<file path="src/rtl/dbgseq_pkg.sv">
package dbgseq_pkg;

  typedef enum logic [2:0] {
    ST_IDLE, ST_HOLD, ST_RST_REL, ST_DBG_REL,
    ST_SEND_A, ST_WAIT, ST_SEND_B, ST_DONE
  } seq_state_t;

  localparam int unsigned N_BYTES = 43;
  localparam int unsigned LAST_A  = 36;

  // Round up to whole cycles, never less than one.
  function automatic int unsigned us_to_cyc(longint unsigned hz, longint unsigned us);
    longint unsigned c;
    c = (hz * us + 64'd999_999) / 64'd1_000_000;
    if (c == 0) c = 1;
    return 32'(c);
  endfunction

  // Byte at stream position i, given the flash timing word fw.
  function automatic logic [7:0] frame_byte(int i, logic [15:0] fw);
    logic [7:0] a;
    logic [7:0] d;
    int k;
    int p;
    if (i == 0 || i == 26 || i == 37) return 8'h80;
    if (i < 26) begin
      k = (i - 1) / 5;
      p = (i - 1) % 5;
      case (k)
        0:       begin a = 8'h86; d = 8'hE2;     end
        1:       begin a = 8'h86; d = 8'h18;     end
        2:       begin a = 8'h86; d = 8'hE7;     end
        3:       begin a = 8'hFA; d = fw[15:8]; end
        default: begin a = 8'hFB; d = fw[7:0];  end
      endcase
    end else if (i < 37) begin
      k = (i - 27) / 5;
      p = (i - 27) % 5;
      a = 8'hF8;
      d = (k == 0) ? 8'h73 : 8'h8C;
    end else begin
      p = i - 38;
      a = 8'hF8;
      d = 8'h63;
    end
    case (p)
      0:       return 8'h08;
      1:       return 8'h0F;
      2:       return a;
      3:       return 8'h01;
      default: return d;
    endcase
  endfunction

endpackage

</file>
<file path="src/rtl/dbgseq_rst_sync.sv">
module dbgseq_rst_sync (
  input  logic clk,
  input  logic arst_n,
  output logic srst_n
);
  logic [1:0] sync_q;

  always_ff @(posedge clk or negedge arst_n) begin
    if (!arst_n) sync_q <= 2'b00;
    else         sync_q <= {sync_q[0], 1'b1};
  end

  assign srst_n = sync_q[1];
endmodule

</file>
<file path="src/rtl/dbgseq_timer.sv">
module dbgseq_timer #(
  parameter int unsigned TW = 8
) (
  input  logic          clk,
  input  logic          rst_n,
  input  logic          load,
  input  logic [TW-1:0] load_val,
  output logic          expired
);
  logic [TW-1:0] cnt_q, cnt_d;
  logic          cnt_en;

  always_comb begin
    cnt_en = load || (cnt_q != '0);
    cnt_d  = load ? load_val : cnt_q - 1'b1;
  end

  always_ff @(posedge clk or negedge rst_n) begin
    if (!rst_n)      cnt_q <= '0;
    else if (cnt_en) cnt_q <= cnt_d;
  end

  assign expired = (cnt_q == '0);
endmodule

</file>
<file path="src/rtl/dbgseq_rom.sv">
module dbgseq_rom
  import dbgseq_pkg::*;
#(
  parameter int unsigned IW        = 6,
  parameter logic [15:0] FREQ_WORD = 16'h4E20
) (
  input  logic [IW-1:0] idx,
  output logic [7:0]    data
);
  always_comb data = frame_byte(int'(idx), FREQ_WORD);
endmodule

</file>
<file path="src/rtl/dbgseq_ctrl.sv">
module dbgseq_ctrl
  import dbgseq_pkg::*;
#(
  parameter int unsigned TW         = 8,
  parameter int unsigned IW         = 6,
  parameter int unsigned HOLD_CYC   = 4,
  parameter int unsigned RSTDBG_CYC = 4,
  parameter int unsigned SETTLE_CYC = 4,
  parameter int unsigned WAIT_CYC   = 4
) (
  input  logic          clk,
  input  logic          rst_n,
  input  logic          start,
  input  logic          tx_ready,
  input  logic          tmr_expired,
  output logic          tmr_load,
  output logic [TW-1:0] tmr_val,
  output logic [IW-1:0] idx,
  output logic          tx_valid,
  output logic          busy,
  output logic          done,
  output logic          tgt_rst_n,
  output logic          tgt_dbg_n
);
  localparam logic [TW-1:0] HOLD_V   = TW'(HOLD_CYC - 1);
  localparam logic [TW-1:0] RSTDBG_V = TW'(RSTDBG_CYC - 1);
  localparam logic [TW-1:0] SETTLE_V = TW'(SETTLE_CYC - 1);
  localparam logic [TW-1:0] WAIT_V   = TW'(WAIT_CYC - 1);
  localparam logic [IW-1:0] IDX_A    = IW'(LAST_A);
  localparam logic [IW-1:0] IDX_END  = IW'(N_BYTES - 1);

  seq_state_t    state_q, state_d;
  logic [IW-1:0] idx_q;
  logic          idx_clr, idx_inc, accept;

  assign tx_valid = (state_q == ST_SEND_A) || (state_q == ST_SEND_B);
  assign accept   = tx_valid && tx_ready;

  always_comb begin
    state_d  = state_q;
    tmr_load = 1'b0;
    tmr_val  = '0;
    idx_clr  = 1'b0;
    idx_inc  = 1'b0;
    case (state_q)
      ST_IDLE, ST_DONE: begin
        state_d = ST_IDLE;
        if (start) begin
          state_d  = ST_HOLD;
          tmr_load = 1'b1;
          tmr_val  = HOLD_V;
          idx_clr  = 1'b1;
        end
      end
      ST_HOLD: if (tmr_expired) begin
        state_d  = ST_RST_REL;
        tmr_load = 1'b1;
        tmr_val  = RSTDBG_V;
      end
      ST_RST_REL: if (tmr_expired) begin
        state_d  = ST_DBG_REL;
        tmr_load = 1'b1;
        tmr_val  = SETTLE_V;
      end
      ST_DBG_REL: if (tmr_expired) state_d = ST_SEND_A;
      ST_SEND_A: if (accept) begin
        idx_inc = 1'b1;
        if (idx_q == IDX_A) begin
          state_d  = ST_WAIT;
          tmr_load = 1'b1;
          tmr_val  = WAIT_V;
        end
      end
      ST_WAIT: if (tmr_expired) state_d = ST_SEND_B;
      ST_SEND_B: if (accept) begin
        if (idx_q == IDX_END) state_d = ST_DONE;
        else                  idx_inc = 1'b1;
      end
      default: state_d = ST_IDLE;
    endcase
  end

  always_ff @(posedge clk or negedge rst_n) begin
    if (!rst_n) state_q <= ST_IDLE;
    else        state_q <= state_d;
  end

  always_ff @(posedge clk or negedge rst_n) begin
    if (!rst_n)       idx_q <= '0;
    else if (idx_clr) idx_q <= '0;
    else if (idx_inc) idx_q <= idx_q + 1'b1;
  end

  assign idx       = idx_q;
  assign busy      = (state_q != ST_IDLE) && (state_q != ST_DONE);
  assign done      = (state_q == ST_DONE);
  assign tgt_rst_n = (state_q != ST_HOLD);
  assign tgt_dbg_n = (state_q != ST_HOLD) && (state_q != ST_RST_REL);
endmodule

</file>
<file path="src/rtl/dbg_erase_seq.sv">
module dbg_erase_seq
  import dbgseq_pkg::*;
#(
  parameter int unsigned CLK_HZ        = 20_000_000,
  parameter int unsigned HOLD_US       = 1_000,
  parameter int unsigned RSTDBG_US     = 5_000,
  parameter int unsigned SETTLE_US     = 20,
  parameter int unsigned ERASE_WAIT_US = 250_000
) (
  input  logic       clk,
  input  logic       rst_n,
  input  logic       start,
  input  logic       tx_ready,
  output logic       tx_valid,
  output logic [7:0] tx_data,
  output logic       busy,
  output logic       done,
  output logic       tgt_rst_n,
  output logic       tgt_dbg_n
);
  localparam int unsigned HOLD_CYC   = us_to_cyc(CLK_HZ, HOLD_US);
  localparam int unsigned RSTDBG_CYC = us_to_cyc(CLK_HZ, RSTDBG_US);
  localparam int unsigned SETTLE_CYC = us_to_cyc(CLK_HZ, SETTLE_US);
  localparam int unsigned WAIT_CYC   = us_to_cyc(CLK_HZ, ERASE_WAIT_US);
  localparam int unsigned MAX_AB     = (HOLD_CYC > RSTDBG_CYC) ? HOLD_CYC : RSTDBG_CYC;
  localparam int unsigned MAX_CD     = (SETTLE_CYC > WAIT_CYC) ? SETTLE_CYC : WAIT_CYC;
  localparam int unsigned MAX_CYC    = (MAX_AB > MAX_CD) ? MAX_AB : MAX_CD;
  localparam int unsigned TW         = $clog2(MAX_CYC + 1);
  localparam int unsigned IW         = $clog2(N_BYTES);
  localparam logic [15:0] FREQ_WORD  = 16'(CLK_HZ / 1000);

  logic          rst_sync_n;
  logic          tmr_load, tmr_expired;
  logic [TW-1:0] tmr_val;
  logic [IW-1:0] idx;

  dbgseq_rst_sync u_rst (
    .clk    (clk),
    .arst_n (rst_n),
    .srst_n (rst_sync_n)
  );

  dbgseq_timer #(.TW(TW)) u_tmr (
    .clk      (clk),
    .rst_n    (rst_sync_n),
    .load     (tmr_load),
    .load_val (tmr_val),
    .expired  (tmr_expired)
  );

  dbgseq_ctrl #(
    .TW(TW), .IW(IW), .HOLD_CYC(HOLD_CYC), .RSTDBG_CYC(RSTDBG_CYC),
    .SETTLE_CYC(SETTLE_CYC), .WAIT_CYC(WAIT_CYC)
  ) u_ctrl (
    .clk         (clk),
    .rst_n       (rst_sync_n),
    .start       (start),
    .tx_ready    (tx_ready),
    .tmr_expired (tmr_expired),
    .tmr_load    (tmr_load),
    .tmr_val     (tmr_val),
    .idx         (idx),
    .tx_valid    (tx_valid),
    .busy        (busy),
    .done        (done),
    .tgt_rst_n   (tgt_rst_n),
    .tgt_dbg_n   (tgt_dbg_n)
  );

  dbgseq_rom #(.IW(IW), .FREQ_WORD(FREQ_WORD)) u_rom (
    .idx  (idx),
    .data (tx_data)
  );
endmodule

</file>
<file path="config.mk">
export PLATFORM = sky130hd
export DESIGN_NAME = dbg_erase_seq
export DESIGN_NICKNAME = d
export VERILOG_FILES = /design/src/rtl/dbgseq_pkg.sv /design/src/rtl/dbgseq_rst_sync.sv /design/src/rtl/dbgseq_timer.sv /design/src/rtl/dbgseq_rom.sv /design/src/rtl/dbgseq_ctrl.sv /design/src/rtl/dbg_erase_seq.sv
export SDC_FILE = /design/constraint.sdc
export NUM_CORES = 1
export LEC_CHECK = 0
export BUFFER_PORTS_ARGS = -buffer_cell sky130_fd_sc_hd__buf_2
export CAP_MARGIN = 40
export CORE_MARGIN = 3
export CORE_UTILIZATION = 25
export CTS_CLUSTER_DIAMETER = 30
export DETAILED_ROUTE_END_ITERATION = 7
export PLACE_DENSITY = 0.43
export SLEW_MARGIN = 10
export SYNTH_ARGS = -nofsm -noshare
export SYNTH_HDL_FRONTEND = slang
export SYNTH_HIERARCHICAL = 1
export SYNTH_SLANG_ARGS = --single-unit
export TNS_END_PERCENT = 30
</file>
<file path="constraint.sdc">
create_clock -name clk -period 23.3 [get_ports clk]
set_input_delay 3.495 -clock clk [delete_from_list [all_inputs] [get_ports clk]]
set_output_delay 3.495 -clock clk [all_outputs]
set_load 0.02 [all_outputs]
</file>
# After elaboration in Yosys (flattened, before gate mapping)
# Index checks and enable logic that the tools add are counted.
[totals]
output_inout_bits = 13
wordCells = 105
in_bits = 4
reg_bits = 34
[classes]
eq_ne = 28
n_div = 4
reduce_logical = 20
muxes = 42
addsub = 5
n_lt_le_gt_ge = 2
[ops]
columns = ["cell", "count"]
rows = [
  ["32-bit by 2-bit equality test with 1-bit output, second input constant", 4],
  ["32-bit zero test", 3],
  ["32-bit 2-to-1 mux", 3],
  ["23-bit case mux with 4 select lines", 1],
  ["23-bit 2-to-1 mux", 3],
  ["32-bit by 4-bit divider with 32-bit output, second input constant", 2],
  ["32-bit by 1-bit equality test with 1-bit output, second input constant", 2],
  ["32-bit by 4-bit remainder unit with 32-bit output, second input constant", 2],
  ["8-bit case mux with 4 select lines", 2],
  ["8-bit 2-to-1 mux", 5],
  ["6-bit equality test, second input constant", 4],
  ["3-bit 2-to-1 mux", 8],
  ["23-bit zero test", 1],
  ["23-bit nonzero test", 1],
  ["23-bit by 1-bit subtractor with 23-bit output, second input constant", 1],
  ["3-bit case mux with 7 select lines", 1],
  ["17-bit 2-to-1 mux", 1],
  ["15-bit 2-to-1 mux", 1],
  ["7-bit case mux with 2 select lines", 1],
  ["3-bit equality test, second input constant", 4],
  ["6-bit 2-to-1 mux", 2],
  ["2-bit inequality test, second input constant", 6],
  ["1-bit 2-to-1 mux", 10],
  ["9-bit 2-to-1 mux", 1],
  ["24 further kinds", 32],
]

# Logic depth before layout (Yosys ltp)
[depth]
depth_word = 8
mapped_depth = 34
depth_no_buf = 30

# Cells and area by module
# Netlist, hierarchy kept.
[modules_own_cells]
columns = ["mod", "seq_area_each_um2", "area_each_um2", "cells_each", "instances"]
rows = [
  ["dbgseq_rom", 0.0, 3409.5, 486, 1],
  ["dbgseq_timer", 575.6, 1411.4, 143, 1],
  ["dbgseq_ctrl", 225.2, 860.8, 107, 1],
  ["dbgseq_rst_sync", 50.0, 53.8, 3, 1],
]

# Least setup slack after synthesis
# No wires, ideal clock.
[synth_timing]
path_kind = "flip-flop to output port"
start = "register u_ctrl.idx_q[0] (netlist: u_ctrl/idx[0])"
end = "output tx_data[0]"
required_ns = 19.805
n_path_buf = 6
arrival_time_ns = 7.115
path_stages_with_launch = 34
setup_slack_ns = 12.690
cell_sequence = "dfrtp_1 buf_2 buf_1 inv_1 ha_1 buf_2 nand2b_1 o21a_1 clkbuf_2 xnor2_1 o22ai_1 nor2_1 ha_1 nor2_1 maj3_2 a221o_1 buf_6 xnor2_1 ha_1 o21ai_0 a211oi_1 a31o_2 a211oi_2 o311ai_2 mux2i_1 ha_1 nor2_1 xnor2_1 o31ai_2 a211oi_4 nor2_1 or2_1 buf_6 o41ai_2"
[synth_via]
elab_chain_cells = 8
word_cells_on_any_way = 36
classes_between = "add/sub (3); div (4); order compare (2); eq/ne (8); mux (12); reduce/logical (7)"
[synth_rtl]
columns = ["element", "line_no", "text"]
rows = [
  ["start: declaration", "dbgseq_ctrl.sv:33", "logic [IW-1:0] idx_q;"],
  ["start signal: assignment", "dbgseq_ctrl.sv:91", "else if (idx_inc) idx_q <= idx_q + 1'b1;"],
  ["6-bit by 1-bit subtractor with 7-bit output / 6-bit by 5-bit subtractor with 7-bit output (equally long branches)", "--", ""],
  ["32-bit by 4-bit divider with 32-bit output (tied with other cells)", "dbgseq_pkg.sv:27", "k = (i - 1) / 5;"],
  ["32-bit by 1-bit equality test with 1-bit output (tied with other cells)", "dbgseq_pkg.sv:29", "case (k)"],
  ["3-bit OR reduction (no line) (tied with other cells)", "--", ""],
  ["7-bit case mux with 2 select lines (tied with other cells)", "dbgseq_pkg.sv:29", ""],
  ["7-bit 2-to-1 mux (tied with other cells)", "dbgseq_pkg.sv:26", "if (i < 26) begin"],
  ["8-bit case mux with 4 select lines", "dbgseq_pkg.sv:46", "case (p)"],
  ["8-bit 2-to-1 mux (*)", "dbgseq_pkg.sv:26", ""],
  ["end: declaration", "dbg_erase_seq.sv:15", "output logic [7:0] tx_data,"],
]
# Every way passes the cells marked *; elsewhere a longest branch is shown, timed or not. The select of a mux whose other input is x is not followed.

# Final worst setup path
[layout_timing]
start = "register u_ctrl.idx_q[1] (netlist: u_ctrl/idx[1])"
end = "output tx_data[6]"
# The elaborated chain is that of the path after synthesis.

==> results_dict.tcl <==
set metrics [dict create \
    crit_path_start_kind "register" \
    hold_path_class "register to async pin" \
    power_uw 136 \
    finish.utilization_pct 27.4 \
    finalInstanceArea_um2 6070 \
    rows 54 \
    nNetsFinal 753 \
    r2r_setup_slack_ns 19.95 \
    r2r-start "u_tmr/cnt_q[0]" \
    cts_num_sinks 34 \
    cap_violations 0 \
    critPathMaxStageDelay_ns 0.72 \
    worst_slew_pin_slew_ns 0.902 \
    powerDensity_nw_per_um2 22.4 \
    grt_overflow 0 \
    critical_path.max_fanout 14 \
    pin_count 17 \
    synthTopCellsByArea "dfrtp_1, ha_1, nand2_1, xnor2_1, nor2_1" \
    startpoint "u_ctrl/idx[1]" \
    worstSkewPairLatency_ns 0.28 \
    start_util_pct 25.9 \
    ys_warn_count 6 \
    p_leak_nw 2.27 \
    grt_pass1_vias 5134 \
    postCtsSetupBuffers 0 \
    dieArea_um2 24800 \
    fmax_mhz 84.7 \
    via_per_inst 5.38 \
    crit_top_cell "ha_1" \
    p_int_uw 110 \
    drc_errors 0 \
    setup_violations 0 \
    finalHoldViolations 0 \
    switching_share_pct 19.3 \
    syn2layout_area_growth_pct 5.80 \
    die_w_um 157 \
    ys_ff_latch 34 \
    firstDrtPassIters 5 \
    status "finished clean" \
    postCtsHoldBufs 0 \
    reg2reg_depth 10 \
    syn_avg_cell_area_um2 7.76 \
    clockRootBuffer "clkbuf_16" \
    wl_per_cell_um 16.3 \
    initialDrtViolationCount 497 \
    combPwrFrac_pct 1.2 \
    grt_max_degree 37 \
    synth_flop_cell "dfrtp_1" \
    cp.required_ns 19.81 \
    port_buffers 16 \
    dp_hpwl_um 12400 \
    synth_cell_types 112 \
    endpoint "tx_data[6]" \
    synth_top_area_share_pct 14.8 \
    dpl-instance-area_um2 5900 \
    fin_skew_ns 0.00627 \
    gp_congestion 0.898 \
    grt_usage_pct 13.2 \
    dieHeight_um 157 \
    critPathKind "register to primary output" \
    slowest_stage "a21boi_1" \
    n_antenna_cell 0 \
    cts_tree "yes" \
    rsz0062_at_grt "false" \
    finalCriticalPeriod_ns 11.80 \
    cts_buffer_depth 2 \
    max-vdd-ir-drop_v 0.0000262 \
    synthCells 739 \
    synth_edf_count 0 \
    coreArea_um2 22200 \
    drive_above_1_share_pct 14.8 \
    num_vias 5397 \
    synth_area_um2 5740 \
    synthArstFlopShare_pct 100 \
    r2r-end "u_tmr/cnt_q[13]" \
    numCtsBuffers 5 \
    power_frac_seq_pct 43.9 \
    timing.final.crit_share_pct 50.7 \
    clockPowerShare_pct 54.9 \
    yosysTopAreaCell "dfrtp_1" \
    detail-route-antenna-nets 0 \
    clkTransAtPathRegs_ns 0.06 \
    slew_headroom_pct 39.7 \
    grt_pass1_wl_um 27700 \
    cts_resized 0 \
    ys_seq_area_share_pct 14.8 \
    final.setup.tns_ns 0 \
    critPathCaptureType "primary output" \
    yosys.cell_count.top_type "nand2_1" \
    arrival_ns 8.31 \
    power.switching_uw 26.3 \
    drv_slew 0 \
    cts_htree_levels 2 \
    routed_wl_um 16300 \
    antenna_found_initial 0 \
    yosys-top-cells-count "nand2_1, nor2_1, a21oi_1" \
]
[power groups by stage]
stage,registers (mW),logic (mW),clock network (mW)
2_1_floorplan,0.0611,0.000939,0
3_3_place_gp,0.0607,0.00174,0
3_5_place_dp,0.0607,0.00173,0
4_1_cts,0.0596,0.00174,0.0771
5_1_grt,0.0596,0.00195,0.0802
6_report,0.0596,0.00163,0.0747
[stage by stage]
stage | hold slack [ns] | setup WS, ns | cells
CTS | 0.189 | 11.48 | 1003
finish | 0.163 | 11.50 | 1003
detailed placement | 0.188 | 11.80 | 995
global placement | 0.188 | 11.86 | 993
floorplan | 0.331 | 12.69 | 744
global route | 0.203 | 10.75 | 1003
[cell families (layout without fill, tap and decap cells)]
kind of cell	Yosys count	in the layout	synth area share, %
muxes	20	20	3.84
xor gates and xnor gates	42	42	6.68
DFF	34	34	14.8
adders and majority gates	28	28	6.09
buffers and inverters	82	61	7.88
AOI/OAI and AO/OA	236	236	30.9
other	2	7	0.131
and+or+nand+nor	295	295	29.7
[cell usage in the layout (no fill, tap or decap), types with 13 or more instances in the layout]
| master | instances |
|---|---|
| a21oi_1 | 44 |
| buf_2 | 17 |
| dfrtp_1 | 34 |
| ha_1 | 27 |
| inv_1 | 26 |
| mux2i_1 | 15 |
| nand2_1 | 69 |
| nand2b_1 | 13 |
| nand3_1 | 16 |
| nor2_1 | 63 |
| nor3_1 | 18 |
| o21ai_0 | 37 |
| or3_1 | 13 |
| xnor2_1 | 29 |
[sequential cells by signal, indices dropped and copies added (netlist names)]
register	flops
u_tmr/cnt_q	23
u_ctrl/idx	6
u_ctrl/state_q	3
u_rst/sync_q	2
[critical path: cells and delay by family (launching register included)]
family	cells	cell delay [ns]
flops	1	0.68
xor+xnor	3	0.92
simple gates	5	0.88
compound gates	11	3.31
fa+ha+maj	5	1.27
buf+inv	2	0.47
mux	2	0.52
[worst min path at each step]
stage                      endpoint  slack (ns)  cells past startpoint             from
finish               u_tmr/cnt_q[2]        0.16                      0  u_rst/sync_q[1]
global route         u_tmr/cnt_q[2]        0.20                      0  u_rst/sync_q[1]
CTS                  u_tmr/cnt_q[2]        0.19                      0  u_rst/sync_q[1]
detailed placement   u_tmr/cnt_q[2]        0.19                      0  u_rst/sync_q[1]
global placement     u_tmr/cnt_q[2]        0.19                      0  u_rst/sync_q[1]
floorplan           u_rst/sync_q[1]        0.33                      0  u_rst/sync_q[0]
[metal layers]
metal | GRT usage, % | part of all wire (%) | vias to the layer above
met5 | 0 | 0 | -
met4 | 1.90 | 0.73 | 0
met3 | 0.770 | 3.3 | 10
met2 | 21.4 | 45 | 110
met1 | 19.8 | 50 | 2580
li1 | - | - | 2697
[layout make-up]
class	instances	area, µm²
timing repair buffer	25	141
inverter	28	105
clock inverter	3	40.0
sequential	34	851
multi-input combinational	628	4460
clock buffer	5	125
fill	2434	16100
tap	280	350
No activity file was read; power rests on OpenSTA's default activity.
